==> src/rtl/sport_pkg.sv <==
package sport_pkg;
  localparam int NREG = 8;
  // register indices (address >> 2)
  localparam logic [2:0] IX_DATA = 3'd0;
  localparam logic [2:0] IX_ENA  = 3'd1;
  localparam logic [2:0] IX_ID   = 3'd2;
  localparam logic [2:0] IX_LCTL = 3'd3;
  localparam logic [2:0] IX_MCTL = 3'd4;
  localparam logic [2:0] IX_STAT = 3'd5;
  localparam logic [2:0] IX_MSTS = 3'd6;
  localparam logic [2:0] IX_DIV  = 3'd7;
  // enable bits
  localparam int EN_RXD = 0;
  localparam int EN_THE = 1;
  localparam int EN_ERR = 2;
  localparam int EN_MOD = 3;
  // identification codes
  localparam logic [2:0] ID_NONE = 3'b001;
  localparam logic [2:0] ID_ERR  = 3'b110;
  localparam logic [2:0] ID_RXD  = 3'b100;
  localparam logic [2:0] ID_THE  = 3'b010;
  localparam logic [2:0] ID_MOD  = 3'b000;
endpackage

==> src/rtl/sport_rx_hold.sv <==
module sport_rx_hold #(
  parameter int DW = 8
) (
  input  logic          clk,
  input  logic          rst,
  input  logic          rx_valid,
  input  logic [DW-1:0] rx_data,
  input  logic [2:0]    rx_flags,   // {break, framing, parity}
  input  logic          rd_data,
  input  logic          rd_status,
  output logic [DW-1:0] hold_q,
  output logic          ready_q,
  output logic          ovr_q,
  output logic [2:0]    flags_q
);
  always_ff @(posedge clk) begin
    if (rst) begin
      hold_q  <= '0;
      ready_q <= 1'b0;
      ovr_q   <= 1'b0;
      flags_q <= '0;
    end else begin
      if (rx_valid) hold_q <= rx_data;
      if (rx_valid) ready_q <= 1'b1;
      else if (rd_data) ready_q <= 1'b0;
      if (rx_valid && ready_q && !rd_data) ovr_q <= 1'b1;
      else if (rd_status) ovr_q <= 1'b0;
      if (rd_status) flags_q <= rx_valid ? rx_flags : 3'b000;
      else if (rx_valid) flags_q <= flags_q | rx_flags;
    end
  end

  p_dr_set_r4: assert property (@(posedge clk) disable iff (rst)
    rx_valid |=> (ready_q && hold_q == $past(rx_data)));
  p_rd_clears_r5: assert property (@(posedge clk) disable iff (rst)
    (rd_data && !rx_valid) |=> !ready_q);
  p_overrun_r6: assert property (@(posedge clk) disable iff (rst)
    (rx_valid && ready_q && !rd_data) |=> (ovr_q && ready_q));
  p_stat_clear_r7: assert property (@(posedge clk) disable iff (rst)
    (rd_status && !rx_valid) |=> (!ovr_q && flags_q == 3'b000));
endmodule

==> src/rtl/sport_tx_hold.sv <==
module sport_tx_hold #(
  parameter int DW = 8
) (
  input  logic          clk,
  input  logic          rst,
  input  logic          wr,
  input  logic [DW-1:0] wr_byte,
  input  logic          tx_ready,
  output logic          tx_valid,
  output logic [DW-1:0] tx_byte
);
  always_ff @(posedge clk) begin
    if (rst) begin
      tx_valid <= 1'b0;
      tx_byte  <= '0;
    end else begin
      if (wr) begin
        tx_valid <= 1'b1;
        tx_byte  <= wr_byte;
      end else if (tx_ready) begin
        tx_valid <= 1'b0;
      end
    end
  end

  p_tx_load_r3: assert property (@(posedge clk) disable iff (rst)
    wr |=> (tx_valid && tx_byte == $past(wr_byte)));
  p_tx_hold_r3: assert property (@(posedge clk) disable iff (rst)
    (tx_valid && !tx_ready && !wr) |=> (tx_valid && $stable(tx_byte)));
endmodule

==> src/rtl/sport_irq_prio.sv <==
module sport_irq_prio
  import sport_pkg::*;
(
  input  logic       err_act,
  input  logic       rxd_act,
  input  logic       the_act,
  input  logic       mod_act,
  input  logic [3:0] ena,
  output logic       req,
  output logic [2:0] code
);
  always_comb begin
    req  = 1'b1;
    code = ID_NONE;
    if (err_act && ena[EN_ERR])      code = ID_ERR;
    else if (rxd_act && ena[EN_RXD]) code = ID_RXD;
    else if (the_act && ena[EN_THE]) code = ID_THE;
    else if (mod_act && ena[EN_MOD]) code = ID_MOD;
    else                             req  = 1'b0;
  end
endmodule

==> src/rtl/sport_regs.sv <==
module sport_regs
  import sport_pkg::*;
#(
  parameter int ADDR_W = 8,
  parameter int DW     = 8,
  parameter int DIV_W  = 16
) (
  input  logic              clk,
  input  logic              rst,
  input  logic              bus_sel,
  input  logic              bus_we,
  input  logic [ADDR_W-1:0] bus_addr,
  input  logic [31:0]       bus_wdata,
  output logic [31:0]       bus_rdata,
  output logic              tx_valid,
  output logic [DW-1:0]     tx_byte,
  input  logic              tx_ready,
  input  logic              rx_valid,
  input  logic [DW-1:0]     rx_data,
  input  logic              rx_perr,
  input  logic              rx_ferr,
  input  logic              rx_brk,
  output logic              rx_ready,
  input  logic [7:0]        modem_status,
  output logic              irq
);
  localparam int IDX_W = ADDR_W - 2;

  logic [IDX_W-1:0] idx;
  logic [2:0]       sel;
  logic             hit, wr_acc, rd_acc;
  assign idx    = bus_addr[ADDR_W-1:2];
  assign sel    = idx[2:0];
  assign hit    = (idx < IDX_W'(NREG));
  assign wr_acc = bus_sel && bus_we && hit;
  assign rd_acc = bus_sel && !bus_we && hit;

  logic unused_bits;
  assign unused_bits = ^{bus_addr[1:0], bus_wdata[31:DIV_W]};

  logic [3:0]       ena_q;
  logic [7:0]       lctl_q, mctl_q, msts_q;
  logic [DIV_W-1:0] div_q;
  logic [2:0]       id_q;
  logic             irq_q;

  always_ff @(posedge clk) begin
    if (rst) begin
      ena_q  <= '0;
      lctl_q <= '0;
      mctl_q <= '0;
      div_q  <= '0;
      msts_q <= '0;
    end else begin
      msts_q <= modem_status;
      if (wr_acc) begin
        case (sel)
          IX_ENA:  ena_q  <= bus_wdata[3:0];
          IX_LCTL: lctl_q <= bus_wdata[7:0];
          IX_MCTL: mctl_q <= bus_wdata[7:0];
          IX_DIV:  div_q  <= bus_wdata[DIV_W-1:0];
          default: ;
        endcase
      end
    end
  end

  // receive side
  logic [DW-1:0] hold_q;
  logic          dr_q, ovr_q;
  logic [2:0]    flags_q;
  sport_rx_hold #(.DW(DW)) u_rx (
    .clk      (clk),
    .rst      (rst),
    .rx_valid (rx_valid),
    .rx_data  (rx_data),
    .rx_flags ({rx_brk, rx_ferr, rx_perr}),
    .rd_data  (rd_acc && sel == IX_DATA),
    .rd_status(rd_acc && sel == IX_STAT),
    .hold_q   (hold_q),
    .ready_q  (dr_q),
    .ovr_q    (ovr_q),
    .flags_q  (flags_q)
  );
  assign rx_ready = !dr_q;

  // transmit side
  logic [DW-1:0] wr_byte;
  assign wr_byte = bus_wdata[DW-1:0];
  sport_tx_hold #(.DW(DW)) u_tx (
    .clk     (clk),
    .rst     (rst),
    .wr      (wr_acc && sel == IX_DATA),
    .wr_byte (wr_byte),
    .tx_ready(tx_ready),
    .tx_valid(tx_valid),
    .tx_byte (tx_byte)
  );
  logic tx_empty;
  assign tx_empty = !tx_valid;

  logic [7:0] stat;
  assign stat = {1'b0, tx_empty, tx_empty, flags_q[2], flags_q[1], flags_q[0], ovr_q, dr_q};

  // interrupt selection
  logic       req_c;
  logic [2:0] code_c;
  sport_irq_prio u_prio (
    .err_act(ovr_q || (|flags_q)),
    .rxd_act(dr_q),
    .the_act(tx_empty),
    .mod_act(|msts_q[3:0]),
    .ena    (ena_q),
    .req    (req_c),
    .code   (code_c)
  );

  always_ff @(posedge clk) begin
    if (rst) begin
      id_q  <= ID_NONE;
      irq_q <= 1'b0;
    end else begin
      id_q  <= code_c;
      irq_q <= req_c;
    end
  end
  assign irq = irq_q;

  // read path
  logic [31:0] rd_mux;
  always_comb begin
    rd_mux = '0;
    if (hit) begin
      case (sel)
        IX_DATA: rd_mux = 32'(hold_q);
        IX_ENA:  rd_mux = {28'b0, ena_q};
        IX_ID:   rd_mux = {29'b0, id_q};
        IX_LCTL: rd_mux = {24'b0, lctl_q};
        IX_MCTL: rd_mux = {24'b0, mctl_q};
        IX_STAT: rd_mux = {24'b0, stat};
        IX_MSTS: rd_mux = {24'b0, msts_q};
        IX_DIV:  rd_mux = 32'(div_q);
        default: rd_mux = '0;
      endcase
    end
  end

  always_ff @(posedge clk) begin
    if (rst) bus_rdata <= '0;
    else if (bus_sel && !bus_we) bus_rdata <= rd_mux;
  end

  p_undef_read_r2: assert property (@(posedge clk) disable iff (rst)
    (bus_sel && !bus_we && !hit) |=> (bus_rdata == 32'b0));
  p_idcode_r9: assert property (@(posedge clk) disable iff (rst)
    (id_q == ID_NONE || id_q == ID_ERR || id_q == ID_RXD ||
     id_q == ID_THE || id_q == ID_MOD));
  p_err_first_r8: assert property (@(posedge clk) disable iff (rst)
    ((ovr_q || (|flags_q)) && ena_q[EN_ERR]) |=> (irq_q && id_q == ID_ERR));
  p_ro_ignore_r11: assert property (@(posedge clk) disable iff (rst)
    (bus_sel && bus_we && !(hit && (sel == IX_ENA)))
      |=> (ena_q == $past(ena_q)));
endmodule

==> config.mk <==
export PLATFORM = sky130hd
export DESIGN_NAME = sport_regs
export DESIGN_NICKNAME = d
export VERILOG_FILES = /design/src/rtl/sport_pkg.sv /design/src/rtl/sport_rx_hold.sv /design/src/rtl/sport_tx_hold.sv /design/src/rtl/sport_irq_prio.sv /design/src/rtl/sport_regs.sv
export SDC_FILE = /design/constraint.sdc
export NUM_CORES = 1
export LEC_CHECK = 0
export ABC_AREA = 1
export BUFFER_PORTS_ARGS = -buffer_cell sky130_fd_sc_hd__clkbuf_2
export CORE_UTILIZATION = 52
export DETAILED_ROUTE_END_ITERATION = 7
export GPL_TIMING_DRIVEN = 0
export PLACE_DENSITY = 0.85
export SETUP_SLACK_MARGIN = 0.4
export SYNTH_ARGS = -nofsm -noshare
export SYNTH_HDL_FRONTEND = slang
export SYNTH_SLANG_ARGS = --single-unit
export TNS_END_PERCENT = 100
==> constraint.sdc <==
create_clock -name clk -period 1.17 [get_ports clk]
set_input_delay 0.0585 -clock clk [delete_from_list [all_inputs] [get_ports clk]]
set_output_delay 0.0585 -clock clk [all_outputs]
set_load 0.03 [all_outputs]
==> metrics.md, run 1 <==
| Metric | Value |
|---|---|
| Number of synthesized flops with an enable pin | `0` |
| Mean Syn Cell Area | `7.219 um^2` |
| Post-DRT Antenna Nets | `0` |
| Final period util | `109.7%` |
| Main synth FF type | `dfxtp_1` |
| Sink Count | `86` |
| Peak supply drop | `840.2 uV` |
| Post-DR wirelength/cell | `~22 um` |
| LEAKAGE | `roughly 2.7 nW` |
| Layout Cells excl Fill | `around 800` |
| Initial antenna violation count | `1` |
| Syn Inst Count | `between 500 and 600` |
| PD cells | `1026 nW/um^2` |
| IO Port Bufs | `72` |
| Num CTS Buffers | `9` |
| Max-slew headroom | `between 50% and 60%` |
| Register area share after synthesis | `45.78%` |
| Req. time, crit path | `1.47 ns` |
| Synth async-reset ratio | `0%` |
| GR Util All Layers | `between 30% and 40%` |
| Mapped Area | `3761 um^2` |
| Synth cell count leaders | `152 x nor2_1, 86 x dfxtp_1, 73 x nand2_1` |
| Most common cell in the synthesized netlist | `nor2_1` |
| H-Tree Depth | `3` |
| Total grt overflow | `0` |
| Via-per-instance ratio | `6.139` |
| Placed cells | `704` |
| Via count | `~4900` |
| Synth area leader | `dfxtp_1` |
| Fmax | `778.8 MHz` |
| Routed Wire Length | `17190 um` |
| Worst-skew pair later-pin latency | `between 0.3 and 0.4 ns` |
| Pre-CTS WS | `-0.06900 ns` |
| I/O pin count | `108` |
| Max-Cap Viols | `0` |
| # DRC | `about 130` |
| Detailed Place HPWL | `roughly 7300 um` |
| Vias in the first global route | `3956` |
| Reg clk slew, reported paths | `0.09 ns` |
| Core ar. | `6907 um^2` |
| Final worst slack | `-0.1141 ns` |
| Minimum clock period | `around 1.3 ns` |
| Final Hold Violating Endpoints | `0` |
| Synth cell types | `33` |
| # rows | `30` |
| CTS max path bufs | `2` |
| Pre-Repair DR Iteration Count | `8` |
| Skew final | `between 0.015 and 0.02 ns` |
| Chip height | `87.05 um` |
| Initial DRC count | `682` |
| Register bit total from synthesis | `between 80 and 90` |
| Slew @ Worst Pin | `0.6226 ns` |
| Synth top area share | `45.78%` |
| CP Launch Type | `register` |
| First-pass GRT wire length | `between 15000 and 20000 um` |
| Overall power | `just over 0.006 W` |
| Initial core utilization | `54.46%` |
| Max Slew Vio Count | `0` |
| Status | `finished with violations` |
| Synth warnings | `0` |
| WS Path Type | `reg2reg` |
| Crit path DAT | `1.58 ns` |
| GP Congestion | `0.8903` |
| CTS root buf | `clkbuf_8` |
| Layout cells sized above 1 | `44.57%` |
| Leading post-synthesis cells by cell area | `dfxtp_1 46%, nor2_1 15%, nand2_1 7.3%` |
| Die Width | `87.05 um` |
| Worst Path Max Fanout | `1` |
| Failing checks | `design-rule violations, negative setup slack` |
| Area growth syn-to-layout | `61.11%` |
| Largest net degree at the start of global routing | `15` |
| Die area | `7577 um^2` |
| # fillers | `288` |
| RSZ-0062 raised after global routing | `true` |
| Setup Viol. Count Final | `1` |
| Nets | `760` |
| CTS tree | `yes` |
| CP Capture Type | `register` |
| Worst Hold Class | `in2reg` |
## kinds of logic after synthesis
group           synth area share, %
flops                         45.78
simple gates                  31.50
buf+inv                       10.81
other cells                 0.09970
compound gates                11.81
## area by class of cell
type / count / area, um^2 / area share (%)
Tap cell: 96 / 120.1 / 1.982
Buffer: 36 / 285.3 / 4.708
Inverter: 39 / 216.5 / 3.572
Timing Repair Buffer: 143 / 1331 / 21.97
Antenna cell: 1 / 2.502 / 0.04130
Sequential cell: 86 / 1785 / 29.47
Clock buffer: 12 / 155.1 / 2.560
Clock inverter: 4 / 53.80 / 0.8879
Timing Repair inverter: 1 / 16.27 / 0.2684
Multi-Input combinational cell: 379 / 2093 / 34.54
## report_power, final
group          switching, W  total [W]  internal (W)
sequential        0.0000440    0.00302       0.00298
clock               0.00115    0.00226       0.00111
combinational      0.000581   0.000938      0.000357
total               0.00177    0.00622       0.00445
## per-stage QoR
stage | setup TNS (ns) | cell area (um^2) | hold slack, ns | utilization, %
2_1_floorplan | 0 | 3872 | 0.1655 | -
3_3_place_gp | -0.1046 | 4353 | 0.2523 | 63.03
3_5_place_dp | -0.1726 | 4353 | 0.2548 | 63.03
4_1_cts | 0 | 5409 | 0.004989 | 78.32
5_1_grt | -0.1685 | 6057 | 0.05944 | 87.70
6_report | -0.1141 | 6060 | 0.03797 | 87.74
## timing repair
action / 4_1_cts / 5_1_grt
hold buffers: 32 / 0
hold endpoints to repair: 32 / 0
endpoints found under the setup margin: 69 / 104
pin swaps: 9 / 52
gates cloned: 1 / 6
gates resized for setup: 117 / 163
buffers inserted: 15 / 22
## sequential cells by signal (all words and copies together), names as in the netlist
signal	cells
u_tx.tx_byte	8
u_rx.hold_q	8
u_rx.ovr_q	1
mctl_q	8
irq	1
ena_q	4
u_rx.flags_q	3
div_q	16
bus_rdata	16
id_q	3
u_rx.ready_q	1
msts_q	8
lctl_q	8
u_tx.tx_valid	1
## cell usage in the layout (no fill, tap or decap), types with 7 or more instances in the layout
cell | netlist | layout
inv_1 | 26 | 17
o21ai_1 | 13 | 21
a21oi_2 | 5 | 9
conb_1 | 1 | 16
inv_2 | 7 | 10
dfxtp_2 | 0 | 42
buf_4 | 16 | 46
clkbuf_2 | 0 | 47
nand2_1 | 73 | 63
nor2_2 | 2 | 9
nor2_1 | 152 | 139
buf_8 | 1 | 32
buf_6 | 3 | 11
clkbuf_8 | 0 | 11
nor2_4 | 1 | 7
o21ai_0 | 49 | 7
nand4_1 | 26 | 26
a21oi_1 | 18 | 14
o21ai_2 | 0 | 33
dlygate4sd3_1 | 0 | 32
nand2_2 | 1 | 8
dfxtp_1 | 86 | 41
## worst max-delay path, stage by stage (launching register included)
cell and delay, ns:
dfxtp_1 0.36, nand4_1 0.29, nand2_1 0.20, inv_1 0.08
nand3_2 0.10, nand2_2 0.06, a21oi_2 0.13
## path summary, 6_finish.rpt
kind	start	endpoint	slack [ns]	cells after the start
worst min register to register	div_q[10]	bus_rdata[10]	0.48	2
worst max register to register	msts_q[5]	bus_rdata[5]	-0.11	6
worst min-delay path	rst	u_rx.flags_q[0]	0.04	2
worst max-delay path	msts_q[5]	bus_rdata[5]	-0.11	6
## per-layer routing
metal	vias to the layer above	global-route usage, %	part of all wire, %	wire length [um]
met5	-	0	0	0
met2	474	58.41	45	7673
met1	2215	36.56	32	5501
met4	0	16.21	10	1718
li1	2008	-	-	-
met3	196	7.393	13	2298
(Power assumes the default switching activity.)
==> run 2: changes to the inputs <==
Settings changed: BUFFER_PORTS_ARGS -buffer_cell sky130_fd_sc_hd__clkbuf_2 to -buffer_cell sky130_fd_sc_hd__buf_4.
==> run 2 against run 1 <==
Sequential power about the same. Critical path depth shrank 2. Sequential share of layout area grew 0.56 points. Sequential cell count unchanged. Clock skew is 0.00071 ns higher. Final area decreased by 2.3%. Maximum frequency increased by 24%. The flow now finishes without violations. Via count fell by 8.8%. Clock power is 15% higher. Total power is 5.2% higher.
==> metrics.md, run 2 (synthesis results as in run 1) <==
| Metric | Value |
|---|---|
| Final Hold Violating Endpoints | `0` |
| Slew @ Worst Pin | `about 0.67 ns` |
| Final worst slack | `0.1309 ns` |
| Via-per-instance ratio | `5.634` |
| Initial core utilization | `~54%` |
| GR Util All Layers | `a little under a third` |
| Nets | `755` |
| CP Capture Type | `register` |
| Worst Hold Class | `in2reg` |
| Initial antenna violation count | `0` |
| Commonest non-fill, non-tap cell in the layout | `nor2_1` |
| LEAKAGE | `around 2.6 nW` |
| # rows | `30` |
| Crit path DAT | `1.26 ns` |
| Vias in the first global route | `3858` |
| PD cells | `1104 nW/um^2` |
| H-Tree Depth | `3` |
| Die area | `about 7600 um^2` |
| Skew final | `0.01866 ns` |
| Detailed Place HPWL | `7472 um` |
| Core ar. | `~6900 um^2` |
| I/O pin count | `~110` |
| Fmax | `962.4 MHz` |
| Peak supply drop | `939.3 uV` |
| Chip height | `87.05 um` |
| Minimum clock period | `1.039 ns` |
| Max-slew headroom | `55.63%` |
| Max-Cap Viols | `0` |
| Pre-Repair DR Iteration Count | `7` |
| Post-DRT Antenna Nets | `0` |
| IO Port Bufs | `72` |
| Routed Wire Length | `14600 um` |
| Req. time, crit path | `between 1 and 1.5 ns` |
| Max Slew Vio Count | `0` |
| Final period util | `88.81%` |
| # DRC | `0` |
| WS Path Type | `reg2reg` |
| Total grt overflow | `0` |
| CTS max path bufs | `2` |
| Die Width | `87.05 um` |
| Status | `finished clean` |
| Via count | `4462` |
| GP Congestion | `0.9393` |
| Post-DR wirelength/cell | `18.43 um` |
| Worst-skew pair later-pin latency | `approximately 0.38 ns` |
| Initial DRC count | `544` |
| CTS tree | `yes` |
| Pre-CTS WS | `-0.06753 ns` |
| Largest net degree at the start of global routing | `17` |
| RSZ-0062 raised after global routing | `true` |
| Reg clk slew, reported paths | `roughly 0.09 ns` |
| # fillers | `350` |
| Overall power | `0.006540 W` |
| Sink Count | `between 80 and 90` |
| Setup Viol. Count Final | `0` |
| Layout cells sized above 1 | `between 30% and 40%` |
| First-pass GRT wire length | `18060 um` |
| Worst Path Max Fanout | `2` |
| CTS root buf | `clkbuf_8` |
| Most frequent cells in the layout | `142 x nor2_1, 84 x buf_4, 67 x nand2_1, 45 x dfxtp_1, 39 x dfxtp_2` |
| Biggest regs | `bus_rdata x16, div_q x16` |
| Final Util | `85.74%` |
| Setup TNS | `0 ns` |
| Num CTS Buffers | `9` |
| Area growth syn-to-layout | `57.45%` |
| CP Launch Type | `register` |
run 2: path summary, 6_finish.rpt:
kind               from              end  slack, ns  cells past startpoint
max           mctl_q[3]     bus_rdata[3]       0.13                      4
min                 rst  u_rx.flags_q[1]       0.03                      2
max reg2reg   mctl_q[3]     bus_rdata[3]       0.13                      4
min reg2reg  u_rx.ovr_q       u_rx.ovr_q       0.50                      2
run 2: final cells by class:
cell class	count	area [um^2]	share of cell area [%]
repair buffers	141	1329	22.44
clock buffers	9	123.9	2.092
clock inverters	7	125.1	2.113
flip-flops and latches	86	1778	30.02
multi-input cells	377	1957	33.04
diodes	1	2.502	0.04226
inverters	39	205.2	3.465
plain buffers	36	281.5	4.754
well taps	96	120.1	2.028
run 2: per-stage QoR:
step / hold slack (ns) / std cells / area (um^2)
after floorplan: 0.1655 / 536 / 3872
after global placement: 0.2603 / 704 / 4533
after detailed placement: 0.2722 / 704 / 4533
after CTS: 0.0002723 / 767 / 5419
after global routing: 0.03241 / 791 / 5919
final: 0.02749 / 792 / 5922
run 2: critical path, stage by stage, from the launching register on:
cell and delay (ns):
dfxtp_1 0.33, o21ai_1 0.19, nand3_1 0.13, o21ai_1 0.16, a21oi_1 0.09
run 2: where the power goes:
part	total, W	internal [W]	leakage [nW]	switching [W]
logic	0.000920	0.000397	1.79	0.000523
clock network	0.00260	0.00144	0.125	0.00116
registers	0.00302	0.00298	0.719	0.0000384
run 2: what timing repair did:
action | CTS | global route
pin swaps | 9 | 30
setup endpoints to repair | 61 | 101
hold buffers | 38 | 0
setup buffers | 9 | 20
resized for setup | 75 | 91
endpoints found under the hold margin | 51 | 0
gates cloned | 0 | 4
run 2: metal layers:
layer	wire, um	global-route usage [%]	part of all wire, %
met1	5067	35.73	35
met2	7346	58.05	50
met3	1424	7.678	9.8
met4	760	10.61	5.2
met5	0	0	0
